### src/rtl/frame_tok_pkg.sv
package frame_tok_pkg;
  localparam int LEN_W = 11;

  typedef enum logic [1:0] {PT_NONE = 2'd0, PT_TLP = 2'd1, PT_DLLP = 2'd2} pkt_type_e;

  typedef enum logic [2:0] {
    S_TOK, S_STP, S_TLP, S_SDP, S_EDS, S_OS, S_HALT
  } parse_st_e;

  localparam logic [7:0] SYM_IDL  = 8'h00;
  localparam logic [7:0] SYM_SDP  = 8'hF0;
  localparam logic [7:0] SYM_NULL = 8'hC0;
  localparam logic [7:0] SYM_EOS0 = 8'h1F;
  localparam logic [1:0] SH_DATA  = 2'b10;
  localparam logic [1:0] SH_OS    = 2'b01;

  function automatic logic [7:0] eos_byte(input logic [1:0] idx);
    case (idx)
      2'd1:    eos_byte = 8'h80;
      2'd2:    eos_byte = 8'h90;
      default: eos_byte = 8'h00;
    endcase
  endfunction

  function automatic logic [3:0] len_chk(input logic [LEN_W-1:0] len);
    len_chk = len[3:0] ^ len[7:4] ^ {1'b0, len[10:8]};
  endfunction
endpackage

### src/rtl/frame_tok_pos.sv
module frame_tok_pos #(
  parameter int BLK_SYMS = 16
) (
  input  logic clk_i,
  input  logic rst_ni,
  input  logic vld_i,
  input  logic blk_start_i,
  output logic eos_slot_o
);
  localparam int POS_W = $clog2(BLK_SYMS);
  localparam logic [POS_W-1:0] LAST = POS_W'(BLK_SYMS - 1);
  localparam logic [POS_W-1:0] EOS  = POS_W'(BLK_SYMS - 4);

  logic [POS_W-1:0] pos_q, cur;

  assign cur        = blk_start_i ? '0 : pos_q;
  assign eos_slot_o = (cur == EOS);

  always_ff @(posedge clk_i or negedge rst_ni) begin
    if (!rst_ni)    pos_q <= '0;
    else if (vld_i) pos_q <= (cur == LAST) ? '0 : cur + 1'b1;
  end

  // input rule: block strobes come every BLK_SYMS valid symbols
  p_blk_aligned_r4: assert property (@(posedge clk_i) disable iff (!rst_ni)
    (vld_i && blk_start_i) |-> (pos_q == '0));
  p_pos_hold_r11: assert property (@(posedge clk_i) disable iff (!rst_ni)
    !vld_i |=> $stable(pos_q));
endmodule

### src/rtl/frame_tok_stp_chk.sv
module frame_tok_stp_chk
  import frame_tok_pkg::*;
#(
  parameter int MIN_DW = 5,
  parameter int REM_W  = LEN_W + 2
) (
  input  logic [LEN_W-1:0] len_i,
  input  logic [3:0]       chk_i,
  input  logic             par_i,
  output logic             ok_o,
  output logic [REM_W-1:0] rem_o
);
  logic code_ok, par_ok, len_ok;

  assign code_ok = (chk_i == len_chk(len_i));
  assign par_ok  = ~^{len_i, chk_i, par_i};
  assign len_ok  = (len_i >= LEN_W'(MIN_DW));
  assign ok_o    = code_ok && par_ok && len_ok;
  // body symbols after the 4-symbol header
  assign rem_o   = {len_i, 2'b00} - REM_W'(4);
endmodule

### src/rtl/frame_tok_parser.sv
module frame_tok_parser
  import frame_tok_pkg::*;
#(
  parameter int BLK_SYMS = 16,
  parameter int MIN_DW   = 5
) (
  input  logic       clk_i,
  input  logic       rst_ni,
  input  logic       sym_vld_i,
  input  logic [7:0] sym_i,
  input  logic       blk_start_i,
  input  logic [1:0] sync_i,
  input  logic       resume_i,
  output logic       pkt_start_o,
  output logic       pkt_end_o,
  output logic [1:0] pkt_type_o,
  output logic       pkt_null_o,
  output logic       frame_err_o
);
  localparam int REM_W = LEN_W + 2;

  parse_st_e        st_q, st_d, eff;
  logic [REM_W-1:0] rem_q, rem_d, chk_rem;
  logic [1:0]       idx_q, idx_d;
  logic [LEN_W-1:0] len_q, len_d;
  logic [3:0]       code_q, code_d;
  logic             par_q, par_d, null_q, null_d, eos_q, eos_d;
  pkt_type_e        type_q, type_d;
  logic             start, stop, nul, err, hdr_bad, os_blk, eos_slot, hdr_ok;

  frame_tok_pos #(.BLK_SYMS(BLK_SYMS)) u_pos (
    .clk_i(clk_i), .rst_ni(rst_ni), .vld_i(sym_vld_i),
    .blk_start_i(blk_start_i), .eos_slot_o(eos_slot)
  );

  frame_tok_stp_chk #(.MIN_DW(MIN_DW), .REM_W(REM_W)) u_chk (
    .len_i(len_q), .chk_i(code_q), .par_i(par_q), .ok_o(hdr_ok), .rem_o(chk_rem)
  );

  always_comb begin
    st_d = st_q; rem_d = rem_q; idx_d = idx_q; len_d = len_q; code_d = code_q;
    par_d = par_q; null_d = null_q; eos_d = eos_q; type_d = type_q;
    start = 1'b0; stop = 1'b0; nul = 1'b0; err = 1'b0;
    hdr_bad = 1'b0; os_blk = 1'b0; eff = st_q;
    if (st_q == S_HALT) begin
      if (resume_i) begin st_d = S_TOK; eos_d = 1'b0; end
    end else if (sym_vld_i) begin
      if (blk_start_i) begin
        if (sync_i == SH_OS) begin
          if (eos_q || st_q == S_OS) os_blk = 1'b1;
          else hdr_bad = 1'b1;
        end else if (sync_i == SH_DATA) begin
          if (eos_q) hdr_bad = 1'b1;
          else if (st_q == S_OS) eff = S_TOK;
        end else hdr_bad = 1'b1;
      end
      if (hdr_bad) err = 1'b1;
      else if (os_blk) begin st_d = S_OS; eos_d = 1'b0; end
      else begin
        case (eff)
          S_TOK: begin
            st_d = S_TOK;
            if (eos_slot && sym_i == SYM_EOS0) begin st_d = S_EDS; idx_d = 2'd1; end
            else if (sym_i == SYM_IDL) ;
            else if (sym_i == SYM_SDP) begin
              start = 1'b1; type_d = PT_DLLP; rem_d = REM_W'(7); st_d = S_SDP;
            end else if (sym_i[3:0] == 4'hF) begin
              len_d[3:0] = sym_i[7:4]; idx_d = 2'd1; st_d = S_STP;
            end else err = 1'b1;
          end
          S_STP: begin
            idx_d = idx_q + 2'd1;
            case (idx_q)
              2'd1: begin len_d[10:4] = sym_i[6:0]; par_d = sym_i[7]; end
              2'd2: code_d = sym_i[3:0];
              default: begin
                if (hdr_ok) begin
                  start = 1'b1; type_d = PT_TLP; rem_d = chk_rem; st_d = S_TLP;
                end else err = 1'b1;
              end
            endcase
          end
          S_TLP: begin
            if (rem_q == REM_W'(4)) null_d = (sym_i == SYM_NULL);
            else if (rem_q < REM_W'(4) && null_q && sym_i != SYM_NULL) err = 1'b1;
            rem_d = rem_q - 1'b1;
            if (!err && rem_q == REM_W'(1)) begin
              stop = 1'b1; nul = null_q; st_d = S_TOK;
            end
          end
          S_SDP: begin
            rem_d = rem_q - 1'b1;
            if (rem_q == REM_W'(1)) begin stop = 1'b1; st_d = S_TOK; end
          end
          S_EDS: begin
            idx_d = idx_q + 2'd1;
            if (sym_i != eos_byte(idx_q)) err = 1'b1;
            else if (idx_q == 2'd3) begin eos_d = 1'b1; st_d = S_TOK; end
          end
          default: ;  // ordered-set content is not parsed
        endcase
      end
      if (err) st_d = S_HALT;
    end
  end

  always_ff @(posedge clk_i or negedge rst_ni) begin
    if (!rst_ni) begin
      st_q <= S_TOK; rem_q <= '0; idx_q <= '0; len_q <= '0; code_q <= '0;
      par_q <= 1'b0; null_q <= 1'b0; eos_q <= 1'b0; type_q <= PT_NONE;
      pkt_start_o <= 1'b0; pkt_end_o <= 1'b0; pkt_null_o <= 1'b0; frame_err_o <= 1'b0;
    end else begin
      st_q <= st_d; rem_q <= rem_d; idx_q <= idx_d; len_q <= len_d; code_q <= code_d;
      par_q <= par_d; null_q <= null_d; eos_q <= eos_d; type_q <= type_d;
      pkt_start_o <= start; pkt_end_o <= stop; pkt_null_o <= nul; frame_err_o <= err;
    end
  end

  assign pkt_type_o = type_q;

  p_start_type_r3: assert property (@(posedge clk_i) disable iff (!rst_ni)
    pkt_start_o |-> (pkt_type_o != PT_NONE));
  p_start_end_excl_r4: assert property (@(posedge clk_i) disable iff (!rst_ni)
    !(pkt_start_o && pkt_end_o));
  p_null_tlp_only_r5: assert property (@(posedge clk_i) disable iff (!rst_ni)
    pkt_null_o |-> (pkt_end_o && pkt_type_o == PT_TLP));
  p_err_pulse_r10: assert property (@(posedge clk_i) disable iff (!rst_ni)
    frame_err_o |=> !frame_err_o);
  p_err_quiet_r10: assert property (@(posedge clk_i) disable iff (!rst_ni)
    frame_err_o |=> !(pkt_start_o || pkt_end_o));
  p_err_no_marker_r6: assert property (@(posedge clk_i) disable iff (!rst_ni)
    frame_err_o |-> !(pkt_start_o || pkt_end_o));
endmodule

### config.mk
export PLATFORM = sky130hd
export DESIGN_NAME = frame_tok_parser
export DESIGN_NICKNAME = d
export VERILOG_FILES = /design/src/rtl/frame_tok_pkg.sv /design/src/rtl/frame_tok_pos.sv /design/src/rtl/frame_tok_stp_chk.sv /design/src/rtl/frame_tok_parser.sv
export SDC_FILE = /design/constraint.sdc
export NUM_CORES = 1
export LEC_CHECK = 0
export BUFFER_PORTS_ARGS = -buffer_cell sky130_fd_sc_hd__buf_4
export CORE_MARGIN = 2
export CORE_UTILIZATION = 25
export CTS_BUF_LIST = sky130_fd_sc_hd__clkbuf_8
export DETAILED_ROUTE_END_ITERATION = 6
export GPL_ROUTABILITY_DRIVEN = 0
export HOLD_SLACK_MARGIN = 0.05
export SYNTH_ARGS = -nofsm -noshare
export SYNTH_HDL_FRONTEND = slang
export SYNTH_SLANG_ARGS = --single-unit
### constraint.sdc
create_clock -name clk_i -period 2.7 [get_ports clk_i]
set_input_delay 0.27 -clock clk_i [delete_from_list [all_inputs] [get_ports clk_i]]
set_output_delay 0.27 -clock clk_i [all_outputs]
set_load 0.02 [all_outputs]
==> reports/metrics.csv <==
stage,metric,value,unit
die,I/O pins,21,
sta,Rel. slew slack,52.46,%
status,outcome,"complete, but fails checks",
setup_path,critical path depth,11,
power_and_ir_drop,total power draw,0.003535,W
sta,final hold violations,0,
global_route,largest net degree at the start of global routing,47,
power_and_ir_drop,Power Internal,0.002058,W
route,via/cell ratio,4.902,
setup_path,Worst Path Max Fanout,8,
setup_path,"CP delay by family, top",XOR/XNOR gates,
setup_path,Critical Path AT,2940,ps
clock_network,clk sink count,46,
route,drt first pass iters,5,
route,vias,2995,
clock_network,TritonCTS clock tree,done,
final_layout,cell area after layout,4205,um2
setup_path,Worst path slowest cell,xnor3_1,
die,Row Count,42,
synth,post-synthesis cell type count,62,
global_route,GRT overflow,0,
sta,Setup Skew,13.20,ps
power_and_ir_drop,Sw Ratio,41.78,%
final_layout,nets@finish,471,
synth,Yosys reg bits,46,
synth,synthesized area,3317,um2
route,antenna-violating nets left,0,
global_route,Total GRT Usage,12.35,%
power_and_ir_drop,Sw Pwr,0.001477,W
sta,Max Transition Viols Final,0,
setup_path,critical setup path kind,flop to flop,
synth,Async SR Flop Fraction,100.0,%
setup_path,CP required,2880,ps
global_route,vias in the first global route,2846,
setup_path,R2R cell count,11,
final_layout,Antenna Cells,0,
power_and_ir_drop,Flop pwr share,27.9,%
flow_run,max cap viols,0,
final_layout,most frequent cells in the layout,"buf_4 (69), dfrtp_1 (46), nand2_1 (32)",
die,Starting Density,25.35,%
die,DIE HEIGHT,119.2,um
status,violated checks,negative setup slack,
power_and_ir_drop,power per cell area,840.6,nW/um2
synth,Main synth FF type,dfrtp_1,
setup_path,critical-path cell list,"inv_2, ha_4, xor2_1, xnor2_1, xnor3_1, a311oi_2, a21oi_2, or3_4, buf_6, a2bb2oi_1, o22a_1",
placed_design,Final HPWL DP,6541,um
placed_design,IO Port Bufs,20,
final_layout,final std cells w/o fill,611,
route,Avg WL per Cell,14.16,um
final_layout,layout cell share with drive strength beyond 1,27.59,%
synth,register area share after synthesis,34.70,%
die,core area,13090,um2
route,detailed-route DRC error count,0,
sta,FMAX,362.8,MHz
synth,syn_nets,406,
sta,Finish-stage setup viols,6,
setup_path,WP buf/inv,2,
placed_design,Placed Instances,593,
synth,Ys Warns,0,
clock_network,Worst-path clk slew,90,ps
synth,Cells after Synth,369,
sta,RSZ-0062 raised after global routing,true,
final_layout,"most common cell after layout, fill and taps aside",buf_4,
global_route,global-route wire length before repair,14310,um
sta,fin crit share,102.1,%
power_and_ir_drop,maximum vdd drop,0.0002566,V
worst_hold_path,Hold/Removal Path Class,input pin to flop,
placed_design,Placed Area,3946,um2
clock_network,H-tree depth,2,
power_and_ir_drop,leakage,1.855,nW
worst_hold_path,Hold Crit Depth,2,
sta,fin worst setup slack,-56.62,ps
sta,Worst-Margin Slew,706.5,ps
setup_path,critical path endpoint category,flop,
global_route,initial antenna violation count,0,
clock_network,CTS max path bufs,2,
power_and_ir_drop,clock share of power,14.6,%
setup_path,Max stage delay on crit path,430,ps
power_and_ir_drop,Comb power frac,57.5,%
clock_network,Num CTS Buffers,5,
route,DR iter-0 viols,157,
synth,Mapped Avg Cell Area,8.989,um2
setup_path,CP startpoint kind,flop,
route,Total Routed Length,8651,um
clock_network,clk root buf,clkbuf_8,
die,Die W,119.2,um
sta,minimum clock period,2757,ps
clock_network,clk_lat worst skew,300,ps
final_layout,layout overhead on the synthesized area,26.78,%
synth,Post-synth EDFFs,0,
die,die footprint,14210,um2
-- cells in the mapped netlist (all sizes together), types with 8 or more instances --
library cell,instances,area [um2]
ha,22,275.3
nand3,13,65.06
a21oi,20,103.9
xnor2,21,183.9
clkbuf,11,41.29
inv,21,78.83
dfrtp,46,1151
nor4,8,56.30
mux2,18,202.7
o21ai,31,155.1
xor2,8,70.07
nand2,32,120.1
nor3,10,50.05
nor2,21,78.83
-- layout make-up --
cell class                 count  area (um2)
clock inverter                 3       41.29
inverter                      21       78.83
fill                        1360        8880
timing repair buffer          72       550.5
sequential                    46        1151
tap                          176       220.2
multi-input combinational    288        2095
clock buffer                   5       68.82
-- power groups by stage --
stage,logic [W],clock network [W],registers [W]
after floorplan,0.00130,0,0.00101
after global placement,0.00190,0,0.000991
after detailed placement,0.00192,0,0.000994
after CTS,0.00195,0.000524,0.000982
after global routing,0.00226,0.000556,0.00102
final,0.00203,0.000515,0.000988
-- logic make-up after synthesis --
| logic type | synth area share (%) |
|---|---|
| buf+inv | 4.451 |
| mux | 6.413 |
| fa+ha+maj | 8.600 |
| compound gates | 18.18 |
| flops | 34.70 |
| xor+xnor | 8.337 |
| simple gates | 19.31 |
-- final timing paths --
path                           startpoint        endpoint  slack, ps
min reg2reg                u_pos.pos_q[3]  u_pos.pos_q[3]        500
min                             sym_vld_i  u_pos.pos_q[0]        200
max in group asynchronous          rst_ni  u_pos.pos_q[3]       1760
max reg2reg                      len_q[6]        rem_q[0]        -60
min in group asynchronous          rst_ni        rem_q[9]        530
max                              len_q[6]        rem_q[0]        -60
-- per-stage QoR --
step / setup TNS [ps] / setup WS, ps / hold WS [ps] / util (%)
after detailed placement: -438.0 / -108.1 / 332.4 / 30.16
after CTS: -95.98 / -60.79 / 191.9 / 31.30
after floorplan: -253.9 / -49.37 / -25.59 / -
after global routing: -1848 / -167.4 / 195.7 / 32.14
final: -220.8 / -56.62 / 199.6 / 32.14
after global placement: -84.14 / -47.79 / 325.8 / 30.16
-- worst register-to-register path: stages (launching register included) --
cell	delay, ps
dfrtp_1	410
inv_2	90
ha_4	200
xor2_1	160
xnor2_1	160
xnor3_1	430
a311oi_2	290
a21oi_2	120
or3_4	350
buf_6	150
a2bb2oi_1	140
o22a_1	160
-- sequential cells by signal (all words and copies together), names as in the netlist --
register     count
u_pos.pos_q      4
len_q           11
null_q           1
rem_q           13
eos_q            1
pkt_type_o       2
idx_q            2
pkt_end_o        1
pkt_null_o       1
par_q            1
frame_err_o      1
pkt_start_o      1
st_q             3
code_q           4
-- layer usage --
layer	GRT usage, %	part of all wire [%]
met5	0	0
met4	3.497	1.2
met3	2.155	5.3
met2	18.89	46
met1	17.84	48
-- repair_timing --
action | in CTS | in global routing
hold buffers | 1 | 0
resized for setup | 2 | 19
endpoints found under the hold margin | 46 | 0
cloned | 1 | 0
setup buffers | 2 | 6
setup endpoints to repair | 16 | 18
pin swaps | 5 | 3
Power figures use the tool's default switching activity.
